[src/rtl/aer_rx_pkg.sv]
package aer_rx_pkg;

  // Position inside a word-serial burst
  typedef enum logic [1:0] {
    ST_IDLE = 2'd0,  // no burst open
    ST_ROW  = 2'd1,  // chip word taken, waiting for the row word
    ST_COL  = 2'd2   // row latched, column words follow
  } burst_st_t;

  // Neuron type codes {phase, polarity}
  localparam logic [1:0] NT_EVEN_ON  = 2'b00;
  localparam logic [1:0] NT_EVEN_OFF = 2'b01;
  localparam logic [1:0] NT_ODD_ON   = 2'b10;
  localparam logic [1:0] NT_ODD_OFF  = 2'b11;

endpackage

[src/rtl/aer_rx_framer.sv]
module aer_rx_framer
  import aer_rx_pkg::*;
#(
  parameter int ADDR_W = 8,
  parameter int ROW_AW = 6,
  parameter int COL_AW = 7
) (
  input  logic              clk,
  input  logic              rst_n,
  input  logic              burst_req,
  input  logic              word_stb_n,
  input  logic [ADDR_W-1:0] addr,
  input  logic              match_en,
  input  logic [ADDR_W-1:0] match_id,
  output logic              ack,
  output logic              spk_valid,
  output logic [ROW_AW-1:0] spk_row,
  output logic [COL_AW-1:0] spk_col,
  output logic              proto_err
);

  // input history for edge detection
  logic req_q, stb_q;
  logic burst_start, word_ev;

  burst_st_t         st_q, st_d;
  logic              chip_ok_q, chip_ok_d;
  logic [ROW_AW-1:0] row_q;
  logic              row_en;
  logic              ack_q, ack_d;
  logic              spk_v_q, spk_v_d;
  logic [ROW_AW-1:0] spk_row_q;
  logic [COL_AW-1:0] spk_col_q;
  logic              err_q, err_d;

  assign burst_start = burst_req & ~req_q;
  assign word_ev     = ~word_stb_n & stb_q;

  // next-state logic
  always_comb begin
    st_d      = st_q;
    chip_ok_d = chip_ok_q;
    row_en    = 1'b0;
    ack_d     = ack_q;
    spk_v_d   = 1'b0;
    err_d     = 1'b0;
    if (burst_start) begin
      st_d      = ST_ROW;
      chip_ok_d = !match_en || (addr == match_id);
      ack_d     = ~ack_q;
    end else if (word_ev) begin
      ack_d = ~ack_q;
      unique case (st_q)
        ST_ROW: begin
          row_en = 1'b1;
          st_d   = ST_COL;
        end
        ST_COL:  spk_v_d = chip_ok_q;
        default: err_d   = 1'b1;
      endcase
      if (!burst_req) st_d = ST_IDLE;
    end else if (!burst_req) begin
      st_d = ST_IDLE;
    end
  end

  // registers
  always_ff @(posedge clk or negedge rst_n) begin
    if (!rst_n) begin
      req_q     <= 1'b0;
      stb_q     <= 1'b1;
      st_q      <= ST_IDLE;
      chip_ok_q <= 1'b0;
      ack_q     <= 1'b0;
      spk_v_q   <= 1'b0;
      err_q     <= 1'b0;
    end else begin
      req_q     <= burst_req;
      stb_q     <= word_stb_n;
      st_q      <= st_d;
      chip_ok_q <= chip_ok_d;
      ack_q     <= ack_d;
      spk_v_q   <= spk_v_d;
      err_q     <= err_d;
    end
  end

  always_ff @(posedge clk or negedge rst_n) begin
    if (!rst_n) begin
      row_q <= '0;
    end else if (row_en) begin
      row_q <= addr[ROW_AW-1:0];
    end
  end

  always_ff @(posedge clk or negedge rst_n) begin
    if (!rst_n) begin
      spk_row_q <= '0;
      spk_col_q <= '0;
    end else if (spk_v_d) begin
      spk_row_q <= row_q;
      spk_col_q <= addr[COL_AW-1:0];
    end
  end

  assign ack       = ack_q;
  assign spk_valid = spk_v_q;
  assign spk_row   = spk_row_q;
  assign spk_col   = spk_col_q;
  assign proto_err = err_q;


  ack_on_word_chk: assert property (@(posedge clk) disable iff (!rst_n)
    $past(burst_start || word_ev) |-> (ack != $past(ack)));


  ack_quiet_chk: assert property (@(posedge clk) disable iff (!rst_n)
    !$past(burst_start || word_ev) |-> $stable(ack));


  spk_needs_word_chk: assert property (@(posedge clk) disable iff (!rst_n)
    spk_valid |-> $past(word_ev));

endmodule

[src/rtl/aer_rx_sel_decode.sv]
module aer_rx_sel_decode #(
  parameter int N_ROWS = 64,
  parameter int N_COLS = 128,
  parameter int ROW_AW = 6,
  parameter int COL_AW = 7
) (
  input  logic              valid,
  input  logic [ROW_AW-1:0] row_addr,
  input  logic [COL_AW-1:0] col_addr,
  output logic [N_ROWS-1:0] row_sel,
  output logic [N_COLS-1:0] col_sel
);

  for (genvar gr = 0; gr < N_ROWS; gr++) begin : g_row
    assign row_sel[gr] = valid && (row_addr == ROW_AW'(gr));
  end

  for (genvar gc = 0; gc < N_COLS; gc++) begin : g_col
    assign col_sel[gc] = valid && (col_addr == COL_AW'(gc));
  end

endmodule

[src/rtl/aer_burst_rx.sv]
module aer_burst_rx #(
  parameter int PIX_ROWS = 32,
  parameter int PIX_COLS = 64,
  parameter int ADDR_W   = 8,
  localparam int N_ROWS  = 2 * PIX_ROWS,
  localparam int N_COLS  = 2 * PIX_COLS,
  localparam int ROW_AW  = $clog2(N_ROWS),
  localparam int COL_AW  = $clog2(N_COLS),
  localparam int PR_W    = $clog2(PIX_ROWS),
  localparam int PC_W    = $clog2(PIX_COLS)
) (
  input  logic              clk,
  input  logic              rst_n,
  input  logic              burst_req,
  input  logic              word_stb_n,
  input  logic [ADDR_W-1:0] addr,
  input  logic              match_en,
  input  logic [ADDR_W-1:0] match_id,
  output logic              ack,
  output logic              spk_valid,
  output logic [PR_W-1:0]   spk_prow,
  output logic [PC_W-1:0]   spk_pcol,
  output logic [1:0]        spk_type,
  output logic [N_ROWS-1:0] row_sel,
  output logic [N_COLS-1:0] col_sel,
  output logic              proto_err
);

  // reset: asserted asynchronously, released on the clock
  logic rst_s1, rst_s2;
  always_ff @(posedge clk or negedge rst_n) begin
    if (!rst_n) begin
      rst_s1 <= 1'b0;
      rst_s2 <= 1'b0;
    end else begin
      rst_s1 <= 1'b1;
      rst_s2 <= rst_s1;
    end
  end

  logic [ROW_AW-1:0] nrn_row;
  logic [COL_AW-1:0] nrn_col;

  aer_rx_framer #(
    .ADDR_W (ADDR_W),
    .ROW_AW (ROW_AW),
    .COL_AW (COL_AW)
  ) u_framer (
    .clk        (clk),
    .rst_n      (rst_s2),
    .burst_req  (burst_req),
    .word_stb_n (word_stb_n),
    .addr       (addr),
    .match_en   (match_en),
    .match_id   (match_id),
    .ack        (ack),
    .spk_valid  (spk_valid),
    .spk_row    (nrn_row),
    .spk_col    (nrn_col),
    .proto_err  (proto_err)
  );

  aer_rx_sel_decode #(
    .N_ROWS (N_ROWS),
    .N_COLS (N_COLS),
    .ROW_AW (ROW_AW),
    .COL_AW (COL_AW)
  ) u_decode (
    .valid    (spk_valid),
    .row_addr (nrn_row),
    .col_addr (nrn_col),
    .row_sel  (row_sel),
    .col_sel  (col_sel)
  );

  assign spk_prow = nrn_row[ROW_AW-1:1];
  assign spk_pcol = nrn_col[COL_AW-1:1];
  assign spk_type = {nrn_row[0], nrn_col[0]};


  sel_pair_chk: assert property (@(posedge clk) disable iff (!rst_s2)
    spk_valid |-> ($countones(row_sel) == 1) && ($countones(col_sel) == 1));


  sel_idle_chk: assert property (@(posedge clk) disable iff (!rst_s2)
    !spk_valid |-> (row_sel == '0) && (col_sel == '0));


  phase_line_chk: assert property (@(posedge clk) disable iff (!rst_s2)
    spk_valid |-> row_sel[{spk_prow, spk_type[1]}]);


  err_nospk_chk: assert property (@(posedge clk) disable iff (!rst_s2)
    proto_err |-> !spk_valid);

endmodule

[config.mk]
export PLATFORM = sky130hd
export DESIGN_NAME = aer_burst_rx
export DESIGN_NICKNAME = d
export VERILOG_FILES = /design/src/rtl/aer_rx_pkg.sv /design/src/rtl/aer_rx_framer.sv /design/src/rtl/aer_rx_sel_decode.sv /design/src/rtl/aer_burst_rx.sv
export SDC_FILE = /design/constraint.sdc
export NUM_CORES = 1
export LEC_CHECK = 0
export CELL_PAD_IN_SITES_DETAIL_PLACEMENT = 0
export CELL_PAD_IN_SITES_GLOBAL_PLACEMENT = 1
export CORE_MARGIN = 2
export CORE_UTILIZATION = 19
export CTS_CLUSTER_DIAMETER = 60
export DETAILED_ROUTE_END_ITERATION = 8
export PLACE_DENSITY_LB_ADDON = 0.1
export SLEW_MARGIN = 10
export SYNTH_ARGS = -nofsm -noshare
export SYNTH_HDL_FRONTEND = slang
export SYNTH_SLANG_ARGS = --single-unit
[constraint.sdc]
create_clock -name clk -period 2.4 [get_ports clk]
set_clock_uncertainty 0.2 [all_clocks]
set_input_delay 0.72 -clock clk [delete_from_list [all_inputs] [get_ports clk]]
set_output_delay 0.72 -clock clk [all_outputs]
set_load 0.01 [all_outputs]
# ---- Word-level counts from Yosys, hierarchy flattened
# Index checks and enable logic that the tools add are counted.
# W data, S select, Z words.
dict set report word_totals {
  ff_bits 29
  in_bits 21
  out_inout_bits 208
  elab_cells 427
}
dict set report classes {
  n_eq_ne 195
  n_mux 16
  n_bitwise 5
  n_reduce_logical 199
}
# operator count
set op_table {}
lappend op_table {{$eq A7 B7 Y1 const B} 64}
lappend op_table {{$eq A7 B6 Y1 const B} 32}
lappend op_table {{$eq A6 B6 Y1 const B} 32}
lappend op_table {{$logic_and A1 B1 Y1} 192}
lappend op_table {{$eq A7 B5 Y1 const B} 16}
lappend op_table {{$eq A6 B5 Y1 const B} 16}
lappend op_table {{$eq A7 B4 Y1 const B} 8}
lappend op_table {{$eq A6 B4 Y1 const B} 8}
lappend op_table {{$eq A7 B3 Y1 const B} 4}
lappend op_table {{$eq A6 B3 Y1 const B} 4}
lappend op_table {{$eq A7 B2 Y1 const B} 2}
lappend op_table {{$eq A6 B2 Y1 const B} 2}
lappend op_table {{$mux W1} 11}
lappend op_table {{$mux W2} 5}
lappend op_table {{$eq A8 B8 Y1} 1}
lappend op_table {{$eq A7 B1 Y1 const B} 1}
lappend op_table {{$logic_not A7 Y1} 1}
lappend op_table {{$eq A6 B1 Y1 const B} 1}
lappend op_table {{$logic_not A6 Y1} 1}
lappend op_table {{$ne A3 B1 Y1 const B} 2}
lappend op_table {{$not A1 Y1} 3}
lappend op_table {{$and A1 B1 Y1} 2}
lappend op_table {{$eq A2 B1 Y1 const B} 1}
lappend op_table {{$eq A2 B2 Y1 const B} 1}
lappend op_table {{other kinds (5)} 5}

# ---- Logic depth before layout (Yosys ltp)
# Gate-level depths: netlist of run 1.
dict set report depth {
  depth_word 5
  mapped_depth 6
}

# ---- Hierarchy
# A second synthesis of run 1 with hierarchy kept.
dict set report hier_totals {
  cells_unflattened 368
  hier_area_um2 2725.1
}
# mod instances cells_per_inst area_per_inst_um2
set by_module_without_submodules {}
lappend by_module_without_submodules {aer_rx_sel_decode 1 287 1497.7}
lappend by_module_without_submodules {aer_rx_framer 1 78 1173.6}
lappend by_module_without_submodules {aer_burst_rx 1 3 53.8}

# ---- Worst setup path after synthesis of run 1
# OpenSTA, ideal clock, no wires.
dict set report synth_timing {
  path_kind {register to output}
  start {register u_framer.spk_col_q[5] (netlist: u_framer.spk_col[5])}
  end {output port col_sel[64]}
  arrival_ps 1345
  t_required_ps 1480
  setup_slack_ps 135
  stages_incl_launch_ff 6
  path_buffers 3
  cell_sequence {dfrtp_1 buf_6 or3b_1 buf_2 buf_6 nor2_1}
}
dict set report synth_via {
  elab_chain_len 2
}
# element line_no
set synth_rtl {}
lappend synth_rtl {{start: declaration} aer_rx_framer.sv:33} ;# logic [COL_AW-1:0] spk_col_q;
lappend synth_rtl {{start signal: assignment} aer_rx_framer.sv:102} ;# spk_col_q <= addr[COL_AW-1:0];
lappend synth_rtl {{$eq A7 B7 Y1} aer_rx_sel_decode.sv:19} ;# assign col_sel[gc] = valid && (col_addr == COL_AW'(gc));
lappend synth_rtl {{$logic_and A1 B1 Y1} aer_rx_sel_decode.sv:19}
lappend synth_rtl {{end: declaration} aer_burst_rx.sv:25} ;# output logic [N_COLS-1:0] col_sel,
# No other way between the ends.

# ---- Worst setup path in the final report of run 1
dict set report layout_timing {
  start {register u_framer.spk_col_q[6] (netlist: u_framer.spk_col[6])}
  end {output port col_sel[73]}
}
# Same word-level chain as after synthesis.

==> flow_summary_export.csv, run 1 <==
group,metric,value,unit
layout,final_common_cell,"buf_6",
floorplan,dieHeight,117,um
detailed_routing,avgViaCountPerCell,4.29,
outcome,violations,"negative setup slack",
power_and_ir_drop,seqPwrFrac,31.7,%
cts,cts_root_buf,"clkbuf_16",
outcome,status,"finished, violations left",
power_and_ir_drop,ir_drop,0.478,mV
power_and_ir_drop,leakage,0.00301,uW
power_and_ir_drop,p_clk_share,38.1,%
layout,utilization,54.7,%
power_and_ir_drop,p_sw,507,uW
detailed_routing,drc,0,
layout,antenna_cells,0,
synth,syn_area,2420,sq um
critical_path,crit_path_start_kind,"flip-flop",
synth,syn_area_per_cell,6.63,sq um
critical_path,cp_top_family,"buffers and inverters",
synth,yosys.area.top_type_share,29.3,%
floorplan,fp.dieArea,13700,sq um
place,gp_congestion,0.736,
cts,htreeDepth,2,
cts,clockBufferDepth,2,
critical_path,worst_r2r_endpoint,"u_framer.spk_row[4]$_DFFE_PN0P_",
timing,setup_viol,136,
layout,areaGrowthSynthToFinish,182,%
power_and_ir_drop,netSwitchingFraction,26.9,%
synth,yosysTopAreaCell,"nor2_1",
global_routing,grt_pass1_wl,19.9,mm
layout,post_layout_nonfiller_instances,885,
global_routing,grt_pass1_vias,3562,
timing,fmax,0.383,GHz
timing,rsz0062_at_grt,"true",
power_and_ir_drop,pwr-share-comb,30.2,%
global_routing,overflow,0,
place,dpl.hpwl,9.42,mm
run,cap_violations,0,
synth,syn_inst,366,
detailed_routing,drtIter0Drc,93,
cts,cts_buffers,5,
critical_path,crit_type,"reg2out",
critical_path,cp_common_cell,"buf_6",
timing,drv_slew,0,
critical_path,critPathMaxFanout,6,
place,placed_cell_area,5370,sq um
critical_path,rr_worst_depth,5,
timing,finalHoldViolCount,0,
layout,design_area,6850,sq um
critical_path,slowest_stage,"or3b_4",
timing,final.period_utilization,109,%
critical_path,slowest_delay,0.44,ns
floorplan,fp.dieW,117,um
synth,synth_area_leaders,"nor2_1 29%, dfrtp_1 29%, mux2_2 7.4%",
detailed_routing,routedWlPerCell,16.0,um
cts,cts_sinks,29,
hold_path,hold_path_class,"reg2async",
critical_path,rr_startpoint,"u_framer.stb_q$_DFF_PN1_",
synth,ys_async_sr_fraction,100,%
detailed_routing,wl,14.1,mm
synth,syn-num-nets,389,
timing,tns,-14.77,ns
place,portBuffers,228,
critical_path,cp_num_buf_inv,4,
critical_path,r2r_setup_slack,0.63,ns
power_and_ir_drop,powerDensity,276,nW/um^2
layout,layout_common_cells,"108 x buf_6, 95 x buf_2, 91 x nor2_1, 65 x nor2_4, 52 x buf_4",
layout,drive_gt1_share,72.4,%
synth,ys_warn_count,0,
critical_path,cp_data_arrival_time,1.69,ns
detailed_routing,drtPass1Iterations,4,
floorplan,core-area,12500,sq um
synth,ys_ff_latch,29,
critical_path,cp_data_required_time,1.48,ns
floorplan,io_pins,229,
floorplan,rows,41,
synth,synth-seq-area-share,30.0,%
synth,synthFlopType,"dfrtp_1",
global_routing,antenna_found_initial,0,
detailed_routing,dr_total_vias,3800,
synth,synth_edf_count,0,
global_routing,track_usage,18.6,%
cts,clk_pin_slew,0.05,ns
floorplan,initial_utilization,19.4,%
timing,setup_ws,-0.210,ns
cts,worstSkewPairLatency,0.27,ns
critical_path,path_cells,"buf_6 > buf_6 > or3b_4 > buf_6 > nor2_1 > buf_2",
detailed_routing,antenna_left,0,
global_routing,grt_max_degree,21,
synth,synth_cell_types,32,
timing,period_minus_slack,2.61,ns
power_and_ir_drop,p_int,1380,uW
critical_path,cp-end-kind,"output pin",
cts,cts_tree,"yes",
layout,layout.nets,735,
place,dp.cells,806,
## sequential cells by signal, indices dropped and copies added, names as in the netlist
name	count
u_framer.ack	1
u_framer.spk_col	7
u_framer.spk_row	6
u_framer.chip_ok_q	1
u_framer.proto_err	1
u_framer.spk_valid	1
u_framer.req_q	1
u_framer.stb_q	1
u_framer.row_q	6
rst_s2	1
rst_s1	1
u_framer.st_q	2
## cells in the mapped netlist, types with 3 or more instances
| master | count |
|---|---|
| nand3b_1 | 5 |
| nand2b_1 | 3 |
| nor2_1 | 189 |
| or3b_1 | 3 |
| nand3_1 | 17 |
| buf_2 | 7 |
| mux2_2 | 16 |
| buf_6 | 4 |
| nor2b_1 | 8 |
| mux2_1 | 3 |
| dfrtp_1 | 28 |
| xor2_1 | 8 |
| nor3_1 | 5 |
| nor2_2 | 11 |
| nand2_1 | 25 |
| nor4_1 | 3 |
| nand4_1 | 5 |
| clkbuf_1 | 9 |
## timing repair
| item | CTS | global route |
|---|---|---|
| cloned | 6 | 2 |
| setup buffers | 39 | 26 |
| endpoints found under the setup margin | 193 | 196 |
| gates resized for setup | 728 | 379 |
| endpoints found under the hold margin | 6 | 0 |
| pin swaps | 36 | 64 |
| hold buffers | 1 | 0 |
## power by group through the flow
stage               logic [uW]  clock network (uW)  registers, uW
finish                     570                 720            598
global route               609                 756            606
CTS                        482                 730            595
detailed placement         352                   0            599
global placement           346                   0            596
floorplan                  148                   0            605
## worst reg2reg max path, stage by stage, from the launching register on
cell and delay (ns):
dfstp_2 0.50, nor2b_2 0.20, nand3_1 0.14, nor2_4 0.12, buf_12 0.15, mux2_2 0.34
## area by class of cell
type | instances | area, sq um
Inverter | 2 | 7.51
Clock buffer | 7 | 143
Clock inverter | 1 | 30.0
Tap cell | 172 | 215
Fill cell | 1188 | 5670
Timing Repair Buffer | 362 | 3240
Sequential cell | 29 | 738
Multi-Input combinational cell | 312 | 2470
## logic make-up after synthesis
family,after synthesis,synth area share [%]
simple gates,278,49.5
flops,29,30.0
buf+inv,25,6.45
mux,19,8.82
xor+xnor,9,3.25
compound gates,3,0.774
fa+ha+maj,2,1.03
other cells,1,0.155
## per-stage QoR
| stage | hold slack [ns] | power, uW | setup slack (ns) |
|---|---|---|---|
| 6_report | 0.0226 | 1890 | -0.210 |
| 5_1_grt | 0.0459 | 1970 | -0.277 |
| 4_1_cts | 0.0320 | 1810 | -0.199 |
| 3_5_place_dp | -0.0697 | 951 | -0.254 |
| 3_3_place_gp | -0.0725 | 942 | -0.246 |
| 2_1_floorplan | 0.131 | 753 | 0.135 |
## how the worst max path moves through the flow
stage	start	to	slack [ns]	cells past startpoint
after floorplan	u_framer.spk_col[5]$_DFFE_PN0P_	col_sel[64]	0.13	5
after global placement	u_framer.spk_col[5]$_DFFE_PN0P_	col_sel[4]	-0.25	4
after detailed placement	u_framer.spk_col[3]$_DFFE_PN0P_	col_sel[49]	-0.25	5
after CTS	u_framer.spk_col[6]$_DFFE_PN0P_	col_sel[28]	-0.20	5
after global routing	u_framer.spk_col[6]$_DFFE_PN0P_	col_sel[12]	-0.28	7
final	u_framer.spk_col[6]$_DFFE_PN0P_	col_sel[73]	-0.21	6
## metal layers
metal	routed length (um)	part of all wire (%)	GRT usage, %
met4	166	1.2	2.51
met2	7720	55	36.2
met5	0	0	0
met3	721	5.1	2.73
met1	5500	39	21.9
(Power assumes the default switching activity.)
==> run 2: changes to the inputs <==
--- a/config.mk
+++ b/config.mk
@@ -5,7 +5,8 @@
 export SDC_FILE = /design/constraint.sdc
 export NUM_CORES = 1
 export LEC_CHECK = 0
-export CELL_PAD_IN_SITES_DETAIL_PLACEMENT = 0
+export CAP_MARGIN = 20
+export CELL_PAD_IN_SITES_DETAIL_PLACEMENT = 1
 export CELL_PAD_IN_SITES_GLOBAL_PLACEMENT = 1
 export CORE_MARGIN = 2
 export CORE_UTILIZATION = 19
==> run 2 against run 1 <==
Against the previous run: the flow still finishes with violations (negative setup slack); combinational power is 8.2% higher; global-route usage is 2.8 points higher; via count rose by 8.4%; critical path depth did not move; sequential cell count stayed put; clock-buffer cell count fell by 1; routed wire length rose by 28%; worst hold slack better by 0.041 ns; non-clock buffer count grew 14; sequential share of layout area down 1.4 points; core utilization grew 8.1 points; die area stayed put.
==> flow_summary_export.csv, run 2 (synthesized netlist as in run 1, its figures left out) <==
group,metric,value,unit
critical_path,cp-end-kind,"output pin",
cts,htreeDepth,2,
place,portBuffers,228,
floorplan,fp.dieW,117,um
layout,antenna_cells,0,
power_and_ir_drop,ir_drop,0.460,mV
timing,whs,0.0638,ns
critical_path,cp_data_required_time,1.48,ns
detailed_routing,routed.top_layer,"met4",
global_routing,antenna_found_initial,0,
floorplan,initial_utilization,19.4,%
critical_path,rr_worst_depth,5,
critical_path,crit_path_start_kind,"flip-flop",
layout,final_common_cell,"buf_6",
detailed_routing,drtPass1Iterations,4,
layout,regArea,741,sq um
power_and_ir_drop,leakage,0.00327,uW
layout,nFillCells,1355,
detailed_routing,drc,0,
detailed_routing,drt-met1-wl,6.22,mm
detailed_routing,wl,18.0,mm
detailed_routing,met2WireLength,10.0,mm
timing,finalHoldViolCount,0,
hold_path,hold_path_class,"reg2async",
critical_path,r2r_setup_slack,0.62,ns
critical_path,rr_startpoint,"u_framer.stb_q$_DFF_PN1_",
global_routing,track_usage,21.4,%
layout,areaGrowthSynthToFinish,224,%
layout,layout_common_cells,"164 x buf_6, 116 x nor2_4, 77 x buf_2, 51 x buf_4, 47 x nor2_2",
detailed_routing,avgViaCountPerCell,4.58,
layout,layout.nets,749,
detailed_routing,wl_met3,1.04,mm
cts,clockBufferDepth,2,
place,dpl.hpwl,10.2,mm
timing,setup_viol,154,
outcome,violations,"negative setup slack",
critical_path,cp_data_arrival_time,1.68,ns
timing,setup_ws,-0.197,ns
timing,period_minus_slack,2.60,ns
detailed_routing,antenna_left,0,
critical_path,worst_r2r_endpoint,"u_framer.spk_row[0]$_DFFE_PN0P_",
timing,rsz0062_at_grt,"true",
power_and_ir_drop,powerDensity,228,nW/um^2
layout,drive_gt1_share,81.3,%
floorplan,core-area,12500,sq um
detailed_routing,drtIter0Drc,88,
critical_path,critPathMaxFanout,7,
timing,drv_slew,0,
timing,final.period_utilization,108,%
detailed_routing,dr_total_vias,4118,
timing,fmax,0.385,GHz
outcome,status,"finished, violations left",
run,cap_violations,0,
critical_path,crit_type,"reg2out",
layout,multi_input_area,2920,sq um
place,pre_cts_slack,-0.271,ns
detailed_routing,routedWlPerCell,20.1,um
cts,clk_pin_slew,0.05,ns
global_routing,grt_pass1_wl,22.8,mm
global_routing,grt_max_degree,21,
global_routing,overflow,0,
floorplan,rows,41,
cts,cts_sinks,29,
cts,worstSkewPairLatency,0.27,ns
floorplan,io_pins,229,
cts,cts_buffers,5,
layout,largest_reg_flops,7,
place,gp_congestion,0.736,
floorplan,fp.dieArea,13700,sq um
cts,cts_root_buf,"clkbuf_16",
power_and_ir_drop,finalPower,1800,uW
global_routing,grt_pass1_vias,4050,
cts,cts_tree,"yes",
floorplan,dieHeight,117,um
[run 2: cell types whose count changed in the layout (fill, tap and decap cells not counted), moves of 3 or more]
cell / change
nand2_1: -5
nor2_4: +51
clkbuf_2: -35
nor2_1: -53
clkdlybuf4s50_1: -3
buf_2: -18
nand2_4: +7
buf_6: +56
buf_12: +9
[run 2: where the power goes]
group	internal, uW	switching [uW]	total [uW]
clock	379	198	577
combinational	329	287	617
sequential	550	51.6	602
[run 2: what timing repair did]
item,4_1_cts,5_1_grt
pin swaps,30,73
cloned,9,2
hold buffers,1,0
setup endpoints to repair,194,196
gates resized for setup,911,433
buffers inserted,49,30
endpoints found under the hold margin,6,0
[run 2: per-stage QoR]
step	utilization, %	setup TNS, ns	cell area (sq um)	instances
floorplan	-	0	2420	366
global placement	42.9	-30.06	5370	806
detailed placement	42.9	-34.85	5370	806
CTS	46.2	-8.52	5780	873
global route	62.8	-26.65	7860	899
finish	62.8	-14.92	7860	899
[run 2: area by class of cell]
class                      count  area share, %
sequential                    29           9.42
multi-input combinational    312           37.2
clock inverter                 2          0.127
clock buffer                   6           1.64
timing repair buffer         376           48.8
inverter                       2         0.0955
tap                          172           2.74
[run 2: metal layers]
| metal | vias to the layer above | track usage (%) |
|---|---|---|
| met5 | - | 0 |
| met4 | 0 | 3.76 |
| met3 | 52 | 3.91 |
| met2 | 175 | 41.7 |
| met1 | 2000 | 24.4 |
| li1 | 1891 | - |
[run 2: how the worst max path moves through the flow]
| stage | startpoint | endpoint | slack [ns] |
|---|---|---|---|
| 2_1_floorplan | u_framer.spk_col[5]$_DFFE_PN0P_ | col_sel[64] | 0.13 |
| 3_3_place_gp | u_framer.spk_col[5]$_DFFE_PN0P_ | col_sel[4] | -0.25 |
| 3_5_place_dp | u_framer.spk_col[3]$_DFFE_PN0P_ | col_sel[35] | -0.27 |
| 4_1_cts | u_framer.spk_valid$_DFF_PN0_ | row_sel[14] | -0.14 |
| 5_1_grt | u_framer.spk_col[3]$_DFFE_PN0P_ | col_sel[117] | -0.28 |
| 6_report | u_framer.spk_col[3]$_DFFE_PN0P_ | col_sel[117] | -0.20 |
[run 2: critical path, cell delays in order, from the launching register on]
cell and delay [ns]:
dfrtp_1 0.40, buf_6 0.16, nor2b_4 0.26, nand3_2 0.13, buf_8 0.18, nor2_1 0.12, buf_2 0.15
==> run 3: changes to the inputs <==
--- a/config.mk
+++ b/config.mk
@@ -12,7 +12,7 @@
 export CORE_UTILIZATION = 19
 export CTS_CLUSTER_DIAMETER = 60
 export DETAILED_ROUTE_END_ITERATION = 8
-export PLACE_DENSITY_LB_ADDON = 0.1
+export PLACE_DENSITY = 0.89
 export SLEW_MARGIN = 10
 export SYNTH_ARGS = -nofsm -noshare
 export SYNTH_HDL_FRONTEND = slang
==> run 3 against run 2 <==
Against the previous run: the run still ends with negative setup slack left; die area unchanged; worst hold slack got worse by 0.0064 ns; clock-buffer cell count increased by 1; global-route usage increased by 0.55 points; sequential power increased by 2%; fmax decreased by 16%; core utilization decreased by 1.8 points; via count increased by 10%; combinational power increased by 16%; non-clock buffer count increased by 17; cell count increased by 1.9%; largest power group unchanged.
==> flow_summary_export.csv, run 3 (synthesized netlist as in run 1, its figures left out) <==
group,metric,value,unit
floorplan,rows,41,
timing,fmax,0.321,GHz
timing,setup_viol,186,
timing,drv_slew,0,
global_routing,grt_max_degree,28,
cts,clk_pin_slew,0.05,ns
timing,whs,0.0574,ns
cts,worstSkewPairLatency,0.29,ns
detailed_routing,drtPass1Iterations,4,
detailed_routing,drtIter0Drc,266,
critical_path,cp_data_arrival_time,2.19,ns
outcome,violations,"negative setup slack",
layout,final_common_cell,"buf_6",
floorplan,core-area,12500,sq um
layout,layout_common_cells,"172 x buf_6, 103 x buf_2, 90 x nor2_4, 59 x nor2_2, 53 x buf_4",
power_and_ir_drop,finalPower,2010,uW
timing,period_minus_slack,3.11,ns
place,pre_cts_slack,-0.424,ns
floorplan,io_pins,229,
layout,layout.nets,766,
layout,post_layout_nonfiller_instances,916,
detailed_routing,antenna_left,0,
power_and_ir_drop,leakage,0.00327,uW
layout,antenna_cells,0,
floorplan,initial_utilization,19.4,%
cts,hold_buffers,0,
cts,htreeDepth,2,
critical_path,cp_data_required_time,1.48,ns
timing,finalHoldViolCount,0,
global_routing,antenna_found_initial,0,
critical_path,rr_startpoint,"u_framer.stb_q$_DFF_PN1_",
place,dpl.hpwl,10.8,mm
layout,largest_reg_flops,7,
detailed_routing,wl,22.9,mm
place,portBuffers,228,
global_routing,track_usage,21.9,%
hold_path,hold_path_class,"reg2async",
power_and_ir_drop,ir_drop,0.430,mV
layout,drive_gt1_share,80.5,%
critical_path,critPathMaxFanout,5,
timing,rsz0062_at_grt,"true",
cts,cts_root_buf,"clkbuf_16",
global_routing,grt_pass1_vias,3928,
cts,cts_tree,"yes",
floorplan,dieHeight,117,um
floorplan,fp.dieArea,13700,sq um
outcome,status,"finished, violations left",
critical_path,worst_r2r_endpoint,"u_framer.spk_col[1]$_DFFE_PN0P_",
place,dp.cells,804,
floorplan,fp.dieW,117,um
cts,cts_buffers,5,
place,gp_congestion,0.733,
critical_path,crit_type,"reg2out",
critical_path,rr_worst_depth,5,
critical_path,crit_path_start_kind,"flip-flop",
global_routing,grt_pass1_wl,22.8,mm
power_and_ir_drop,powerDensity,264,nW/um^2
detailed_routing,avgViaCountPerCell,4.95,
global_routing,overflow,0,
critical_path,cp-end-kind,"output pin",
detailed_routing,drc,0,
critical_path,cp-startpoint,"u_framer.spk_col[2]$_DFFE_PN0P_",
detailed_routing,routedWlPerCell,25.0,um
critical_path,r2r_setup_slack,0.59,ns
cts,clockBufferDepth,2,
run,cap_violations,0,
cts,cts_sinks,29,
layout,areaGrowthSynthToFinish,215,%
detailed_routing,dr_total_vias,4534,
timing,final.period_utilization,130,%
timing,tns,-36.13,ns
timing,setup_ws,-0.711,ns
run 3: cell types whose count changed in the layout (fill, tap and decap cells not counted), moves of 3 or more:
cell     delta
buf_2      +26
buf_8       -3
nand2_8     +4
nor2_4     -26
nand3_4     +5
buf_16      -5
nor2_2     +12
buf_12     -10
nor2_1     +14
nand3_2     -4
buf_6       +8
run 3: layer usage:
layer / vias to the layer above / track usage (%) / wire (um)
met5: - / 0 / 0
met4: 0 / 7.06 / 1320
met3: 88 / 4.22 / 1120
met2: 244 / 41.8 / 12700
met1: 2281 / 24.4 / 7800
li1: 1921 / - / -
run 3: stage by stage:
stage / area [sq um] / utilization, %
final: 7640 / 61.0
after global routing: 7640 / 61.0
after CTS: 5770 / 46.1
after detailed placement: 5260 / 42.0
after global placement: 5260 / 42.0
after floorplan: 2420 / -
run 3: report_power, final:
part / total [uW] / switching [uW] / leakage [uW] / internal (uW)
Clock: 685 / 246 / 0.0000799 / 439
Sequential: 614 / 65.0 / 0.000356 / 549
Combinational: 715 / 356 / 0.00283 / 359
Total: 2010 / 668 / 0.00327 / 1350
run 3: layout make-up:
| type | count | area [sq um] |
|---|---|---|
| clock inverter | 1 | 5.00 |
| sequential | 29 | 741 |
| fill | 1387 | 4880 |
| inverter | 2 | 7.51 |
| tap | 172 | 215 |
| multi-input combinational | 312 | 2860 |
| clock buffer | 7 | 153 |
| timing repair buffer | 393 | 3660 |
run 3: how the worst max path moves through the flow:
stage | endpoint | cells after the start
floorplan | col_sel[64] | 5
CTS | col_sel[4] | 6
detailed placement | col_sel[12] | 4
global placement | col_sel[4] | 5
finish | col_sel[12] | 7
global route | col_sel[12] | 7
run 3: worst max-delay path, stage by stage (launching register included):
cell     delay [ns]
dfrtp_2        0.53
buf_6          0.16
buf_6          0.10
buf_6          0.12
nand4_1        0.18
buf_4          0.20
nor3_2         0.36
buf_2          0.24
run 3: timing repair:
item                       4_1_cts  5_1_grt
setup buffers                   52       48
hold endpoints to repair         0        0
pin swaps                       74       99
cloned                           6        3
gates resized for setup        929      394
setup endpoints to repair      193      196
